`config.mk`:
```
export PLATFORM = sky130hd
export DESIGN_NAME = stepacc_core
export DESIGN_NICKNAME = d
export VERILOG_FILES = /design/src/rtl/stepacc_pkg.sv /design/src/rtl/stepacc_pc.sv /design/src/rtl/stepacc_decode.sv /design/src/rtl/stepacc_data.sv /design/src/rtl/stepacc_core.sv
export SDC_FILE = /design/constraint.sdc
export NUM_CORES = 1
export LEC_CHECK = 0
export ABC_AREA = 0
export BUFFER_PORTS_ARGS = -buffer_cell sky130_fd_sc_hd__buf_2
export CAP_MARGIN = 20
export CORE_ASPECT_RATIO = 1.1
export CORE_MARGIN = 8
export CORE_UTILIZATION = 53
export DETAILED_ROUTE_END_ITERATION = 10
export GPL_TIMING_DRIVEN = 0
export PLACE_DENSITY_LB_ADDON = 0.2
export SLEW_MARGIN = 10
export SYNTH_ARGS = -nofsm -noshare
export SYNTH_HDL_FRONTEND = slang
export SYNTH_SLANG_ARGS = --single-unit
```
`constraint.sdc`:
```
create_clock -name clk -period 2.1 [get_ports clk]
set_clock_uncertainty 0.1 [all_clocks]
set_input_delay 0.21 -clock clk [delete_from_list [all_inputs] [get_ports clk]]
set_output_delay 0.21 -clock clk [all_outputs]
set_load 0.05 [all_outputs]
```
`src/rtl/stepacc_pkg.sv`:
```
// Package: shared opcode type and decode helper for the accumulator datapath.
// Assumes the opcode is formed from the two top counter bits.
package stepacc_pkg;

    typedef enum logic [1:0] {
        OP_HOLD   = 2'b00,
        OP_LD_HI  = 2'b01,
        OP_LD_LO  = 2'b10,
        OP_ADD    = 2'b11
    } op_e;

    // Swap the two top counter bits into an opcode.
    function automatic op_e op_from_top(input logic [1:0] top);
        return op_e'({top[0], top[1]});
    endfunction

endpackage

```
`src/rtl/stepacc_pc.sv`:
```
// Module: program counter with direct write and step increment.
// Assumes synchronous active-low reset; write has priority over stepping.
module stepacc_pc #(
    parameter int PC_W = 4
) (
    input  logic            clk,
    input  logic            rst_n,
    input  logic            step_en,
    input  logic            pc_wr,
    input  logic [PC_W-1:0] pc_wr_val,
    output logic [PC_W-1:0] pc
);
    localparam logic [PC_W-1:0] PC_ONE = {{(PC_W-1){1'b0}}, 1'b1};

    logic [PC_W-1:0] pc_next;

    // Choose the next counter value: write, step, or hold.
    always_comb begin
        if (pc_wr)
            pc_next = pc_wr_val;
        else if (step_en)
            pc_next = pc + PC_ONE;
        else
            pc_next = pc;
    end

    // Counter register with synchronous clear.
    always_ff @(posedge clk) begin
        if (!rst_n)
            pc <= '0;
        else
            pc <= pc_next;
    end
endmodule

```
`src/rtl/stepacc_decode.sv`:
```
// Module: turns the top two counter bits into an opcode and load strobes.
// Assumes strobes act only on cycles where a step is requested.
module stepacc_decode
    import stepacc_pkg::*;
(
    input  logic [1:0] pc_top,
    input  logic       step_en,
    output op_e        op,
    output logic       ld_hi,
    output logic       ld_lo,
    output logic       ld_acc
);
    // Decode the opcode from the swapped top bits.
    always_comb op = op_from_top(pc_top);

    // Raise exactly one strobe for the active opcode during a step.
    always_comb begin
        ld_hi  = 1'b0;
        ld_lo  = 1'b0;
        ld_acc = 1'b0;
        if (step_en) begin
            unique case (op)
                OP_LD_HI: ld_hi  = 1'b1;
                OP_LD_LO: ld_lo  = 1'b1;
                OP_ADD:   ld_acc = 1'b1;
                default:  ;
            endcase
        end
    end
endmodule

```
`src/rtl/stepacc_data.sv`:
```
// Module: data table, operand registers, adder and accumulator.
// Assumes the table is constant and read combinationally at the counter address.
module stepacc_data #(
    parameter int                     DATA_W   = 4,
    parameter int                     ADDR_W   = 4,
    parameter logic [(DATA_W<<ADDR_W)-1:0] MEM_INIT = '0
) (
    input  logic              clk,
    input  logic              rst_n,
    input  logic [ADDR_W-1:0] addr,
    input  logic              ld_hi,
    input  logic              ld_lo,
    input  logic              ld_acc,
    output logic [DATA_W-1:0] hi_q,
    output logic [DATA_W-1:0] lo_q,
    output logic [DATA_W:0]   acc
);
    localparam int DEPTH = 1 << ADDR_W;

    logic [DATA_W-1:0] table_w [DEPTH];
    logic [DATA_W-1:0] rd_word;
    logic [DATA_W:0]   sum;

    // Unpack the parameter into one table word per address.
    for (genvar i = 0; i < DEPTH; i++) begin : g_word
        assign table_w[i] = MEM_INIT[i*DATA_W +: DATA_W];
    end

    // Read the word at the current counter address.
    always_comb rd_word = table_w[addr];

    // Add the operands, keeping the carry.
    always_comb sum = {1'b0, hi_q} + {1'b0, lo_q};

    // Upper operand register.
    always_ff @(posedge clk) begin
        if (!rst_n)
            hi_q <= '0;
        else if (ld_hi)
            hi_q <= rd_word;
    end

    // Lower operand register.
    always_ff @(posedge clk) begin
        if (!rst_n)
            lo_q <= '0;
        else if (ld_lo)
            lo_q <= rd_word;
    end

    // Accumulator register.
    always_ff @(posedge clk) begin
        if (!rst_n)
            acc <= '0;
        else if (ld_acc)
            acc <= sum;
    end
endmodule

```
`src/rtl/stepacc_core.sv`:
```
// Module: top of the counter-sequenced accumulator datapath.
// Assumes the opcode is taken from the two top counter bits and no fetch stage.
module stepacc_core
    import stepacc_pkg::*;
#(
    parameter int                     DATA_W   = 4,
    parameter int                     PC_W     = 4,
    parameter logic [(DATA_W<<PC_W)-1:0] MEM_INIT = 64'h39C6_F1A8_427E_BD50
) (
    input  logic              clk,
    input  logic              rst_n,
    input  logic              step_en,
    input  logic              pc_wr,
    input  logic [PC_W-1:0]   pc_wr_val,
    output logic [PC_W-1:0]   pc_q,
    output logic [1:0]        op_q,
    output logic [DATA_W-1:0] reg_hi,
    output logic [DATA_W-1:0] reg_lo,
    output logic [DATA_W:0]   acc_q
);
    op_e  op;
    logic ld_hi, ld_lo, ld_acc;

    stepacc_pc #(.PC_W(PC_W)) u_pc (
        .clk       (clk),
        .rst_n     (rst_n),
        .step_en   (step_en),
        .pc_wr     (pc_wr),
        .pc_wr_val (pc_wr_val),
        .pc        (pc_q)
    );

    stepacc_decode u_dec (
        .pc_top  (pc_q[PC_W-1 -: 2]),
        .step_en (step_en),
        .op      (op),
        .ld_hi   (ld_hi),
        .ld_lo   (ld_lo),
        .ld_acc  (ld_acc)
    );

    stepacc_data #(.DATA_W(DATA_W), .ADDR_W(PC_W), .MEM_INIT(MEM_INIT)) u_data (
        .clk    (clk),
        .rst_n  (rst_n),
        .addr   (pc_q),
        .ld_hi  (ld_hi),
        .ld_lo  (ld_lo),
        .ld_acc (ld_acc),
        .hi_q   (reg_hi),
        .lo_q   (reg_lo),
        .acc    (acc_q)
    );

    // Present the opcode as a plain vector.
    always_comb op_q = op;
endmodule

```
### Yosys cells after proc, flatten, opt, wreduce, memory -nomap -nowiden

Memory sizes are Yosys's and may differ from the RTL's.
Cells that the tools add are included.

* memories: 1
* latch bits: 0
* RAM bits: 0
* output and inout port bits: 19
* bits in read-only memories: 64
* input bits: 8
* register bits: 17
* word-level logic and storage cells: 23

Memory list
* (name not given): depth 16, width 4, rd ports 1, clocked after Yosys merged registers in 0, wr ports 0, RTL line stepacc_data.sv:30 `always_comb rd_word = table_w[addr];`

* shifts and indexed selects: 0
* add/subtract/negate cells: 2
* bitwise operators: 1
* multipliers: 0
* order comparisons: 1
* divide/modulo/power cells: 0
* muxes and demuxes: 10
* equality and inequality tests: 3
* reduce and logical (&&, ||, !) cells: 1

Operators with widths (number)
* two-way mux 4 bit: 4
* two-way mux 1 bit: 6
* adder 4 x 4 -> 5 bit: 1
* >= comparator 5 bit, second input constant: 1
* NOT 4 -> 5 bit: 1
* adder 4 x 1 -> 4 bit, second input constant: 1
* == test 2 bit, second input constant: 2
* == test 2 x 1 -> 1 bit, second input constant: 1
* nonzero test 2 bit: 1

### Depth between registers and ports, before layout

* depth after elaboration: 4
* mapped depth: 6
* gate-level depth less buffers: 6

### Hierarchy

From an unflattened synthesis, not the netlist that was laid out.

* cell total of the unflattened synthesis: 104
* area, all modules: 982.2 um^2

By module, submodules not included
* stepacc_data: cells each 77, times used 1, area an instance 749.5 um^2, sequential area each 260.2 um^2
* stepacc_pc: cells each 22, times used 1, area an instance 192.7 um^2, sequential area each 80.1 um^2
* stepacc_decode: cells each 5, times used 1, area an instance 40.0 um^2, sequential area each 0.0 um^2

### Worst setup path before layout

Ideal clock, no wire load.

* path kind: register -> register
* start point: register u_data.lo_q[0]
* end point: register u_data.acc[2]
* setup slack: 287 ps
* data required time: 1929 ps
* buffers on the path: 0
* cell stages (with the launch flop): 7
* arrival time: 1642 ps
* path through: dfxtp_1 ha_1 inv_1 fa_1 xnor2_1 nand2_1 a21oi_1

* word-level cells in the longest chain between the ends: 1

Ends and longest elaborated chain
* start: declaration: RTL line stepacc_data.sv:15 `output logic [DATA_W-1:0] lo_q,`
* start signal: assignment: RTL line stepacc_data.sv:48 `lo_q <= rd_word;`
* adder 4 x 4 -> 5 bit: RTL line stepacc_data.sv:33 `always_comb sum = {1'b0, hi_q} + {1'b0, lo_q};`
* end signal: assignment: RTL line stepacc_data.sv:56 `acc <= sum;`
* end: declaration: RTL line stepacc_data.sv:16 `output logic [DATA_W:0] acc`

No other way between the ends.
A chain may end at the register's enable or synchronous reset.

### Worst setup path in the final report

* start point: register u_data.hi_q[0]
* end point: register u_data.acc[2]

* word-level cells in the longest chain between the ends: 1

Ends and longest elaborated chain
* start: declaration: RTL line stepacc_data.sv:14 `output logic [DATA_W-1:0] hi_q,`
* start signal: assignment: RTL line stepacc_data.sv:40 `hi_q <= rd_word;`
* adder 4 x 4 -> 5 bit: RTL line stepacc_data.sv:33

No other way between the ends.

==> summary.txt <==
Floorplan
  • Die X: approximately 55 microns
  • DIE HEIGHT: between 50 and 60 microns
  • Die footprint: 3220 sq um
  • Num ports: 27
  • Starting density of the core: 0.564
  • Core area: 1560 sq um
  • Number of cell rows: 15

Timing
  • Fmax: approximately 0.63 GHz
  • WHS: 72.0 ps
  • Final hold viol count: 0
  • Final setup fails: 0
  • Worst-margin pin slew: roughly 430 ps
  • Max-slew violations: 0
  • Setup TNS: 0 ps
  • Post-layout min period: 1570 ps
  • RSZ-0062 raised after global routing: false
  • Final period util: 0.750
  • Slew HR: 0.715

Clock tree
  • Clock tree buffer depth: 2
  • Hold Buf Count CTS: 0
  • Post-CTS sizing: 0
  • Reg clk slew, reported paths: 100 ps
  • CTS tree: yes
  • Clk root buf: clkbuf_4
  • Post-CTS Setup Bufs: 0
  • Worst skew pair latency: roughly 290 ps
  • TritonCTS Sinks: 17
  • CTS Buf Count: 3
  • H-tree levels: 1

Global routing
  • Initial antenna violation count: 0
  • Pin count of the biggest net entering global routing: 11
  • Vias in the first global route: about 700
  • Gr ovfl total: 0
  • First-pass GRT wire length: 2970 microns
  • Gr usage total: 0.124

Synthesis
  • Syn Inst Count: 96
  • Net count after synthesis: 113
  • Post-synthesis register bit count: 17
  • Netlist cell types: 26
  • Sequential element share of the synthesized area: 0.387
  • Yosys Warn Count: 0
  • Avg Cell Area, Syn: 9.15 sq um
  • Syn Std Cell Area: slightly below 900 sq um

Final layout
  • Nets@finish: 143
  • Fillers: 144
  • Most common cell after layout, fill and taps aside: buf_2
  • FF+latch area: about 340 sq um
  • Commonest non-fill, non-tap cells in the layout: buf_2 (26), dfxtp_1 (17), nor2_1 (11)
  • Antenna Cells: 0
  • Area Overhead vs Synth: 19.7%
  • Multi-input logic area: between 400 and 500 sq um
  • Layout cells sized above 1: 0.272

Route
  • Final ANT Viol Nets: 0
  • DRT iter0 DRCs: 5
  • Via Count: 751
  • DR pass1 iterations: 4
  • Routed WL: 1890 microns
  • Routed len/inst: approximately 13 microns
  • DRC viols: 0
  • Via/cell ratio: 5.29

Worst setup path
  • Arrival time at the worst endpoint: 1700 ps
  • Critical Path RT: about 2200 ps
  • CP Max Fanout: 3
  • FF-to-FF setup slack: 530 ps
  • Startpoint types: flop
  • Crit end category: flop
  • Crit Path Class: flop to flop

Min path
  • Worst min path class: input port to flop

Pwr
  • Final Power: 0.670 mW
  • Static leakage: around 0.53 nW
  • Peak VDD IR: 0.414 mV
  • Pwr per Cell Area: 638 nW/um^2

Run
  • Max-Cap Viols: 0

Outcome
  • Status: finished clean

Placement
  • Input/output buffers: 25
  • GP Congestion: 0.745
  • DP HPWL: 1510 microns
-- worst paths after layout --
| check | startpoint | endpoint | cells past startpoint |
|---|---|---|---|
| hold reg to reg | u_data.acc[2] | u_data.acc[2] | 2 |
| setup reg to reg | u_data.hi_q[0] | u_data.acc[2] | 6 |
| hold / removal | pc_wr_val[0] | u_pc.pc[0] | 3 |
| setup / recovery | u_data.hi_q[0] | u_data.acc[2] | 6 |
-- metrics by stage --
stage                     instances  instance area (sq um)  setup WS, ps   util
final                           142                   1050           525  0.675
after global routing            142                   1050           419  0.675
after CTS                       142                   1050           496  0.675
after detailed placement        138                   1020           521  0.658
after global placement          138                   1020           549  0.658
after floorplan                  96                    878           287      -
-- layer usage --
layer,wire [microns],track usage
met5,0,0
met4,34,0.0739
met3,129,0.0378
met2,895,0.191
met1,833,0.144
-- Yosys cell counts --
cell | number | share of area
o21ai_0 | 3 | 0.017
xnor2_1 | 1 | 0.010
buf_2 | 1 | 0.0057
or2_1 | 1 | 0.0071
nor2b_1 | 1 | 0.0071
nand3b_2 | 1 | 0.013
nand3_1 | 5 | 0.028
a211oi_1 | 5 | 0.043
dfxtp_1 | 17 | 0.39
clkbuf_1 | 1 | 0.0043
inv_1 | 7 | 0.030
fa_1 | 1 | 0.023
mux2i_1 | 6 | 0.068
buf_4 | 2 | 0.017
buf_6 | 2 | 0.026
a2111o_1 | 1 | 0.013
o211ai_1 | 1 | 0.0086
a21oi_1 | 7 | 0.040
nand2b_1 | 1 | 0.0071
nor2_1 | 11 | 0.047
and3b_1 | 1 | 0.010
nand2_1 | 7 | 0.030
xor2_1 | 3 | 0.030
nand4_1 | 1 | 0.0071
and3_1 | 1 | 0.0071
ha_1 | 8 | 0.11
-- area by class of cell --
type,count,share of cell area
Sequential cell,17,0.324
Tap cell,17,0.0202
Timing Repair Buffer,25,0.119
Buffer,6,0.0440
Multi-Input combinational cell,66,0.443
Clock buffer,4,0.0250
Inverter,7,0.0250
-- sequential cells by signal (all words and copies together), names as in the netlist --
register / cells
u_data.hi_q: 4
u_data.acc: 5
u_data.lo_q: 4
u_pc.pc: 4
-- kinds of logic (layout without fill, tap and decap cells) --
kind of cell / Yosys count / count (layout) / share of synthesized area
multiplexers: 6 / 6 / 0.0684
buffers and inverters: 13 / 42 / 0.0826
adder cells (fa/ha/maj): 9 / 9 / 0.137
AND/OR/NAND/NOR: 30 / 30 / 0.164
XOR/XNOR: 4 / 4 / 0.0399
AO/OA/AOI/OAI: 17 / 17 / 0.121
flip-flops: 17 / 17 / 0.387
-- report_power, final --
| group | switching, mW | total (mW) | leakage [nW] | internal [mW] |
|---|---|---|---|---|
| Combinational | 0.0959 | 0.141 | 0.376 | 0.0453 |
| Clock | 0.102 | 0.176 | 0.0150 | 0.0740 |
| Sequential | 0.0177 | 0.353 | 0.139 | 0.335 |
-- critical path: stages, from the launching register on --
cell and delay [ps]:
dfxtp_1 360, ha_1 190, inv_1 60, fa_1 400, xnor2_1 180, nand2_1 70, a21oi_1 140
Note: power is estimated with default switching activity, not from simulation.
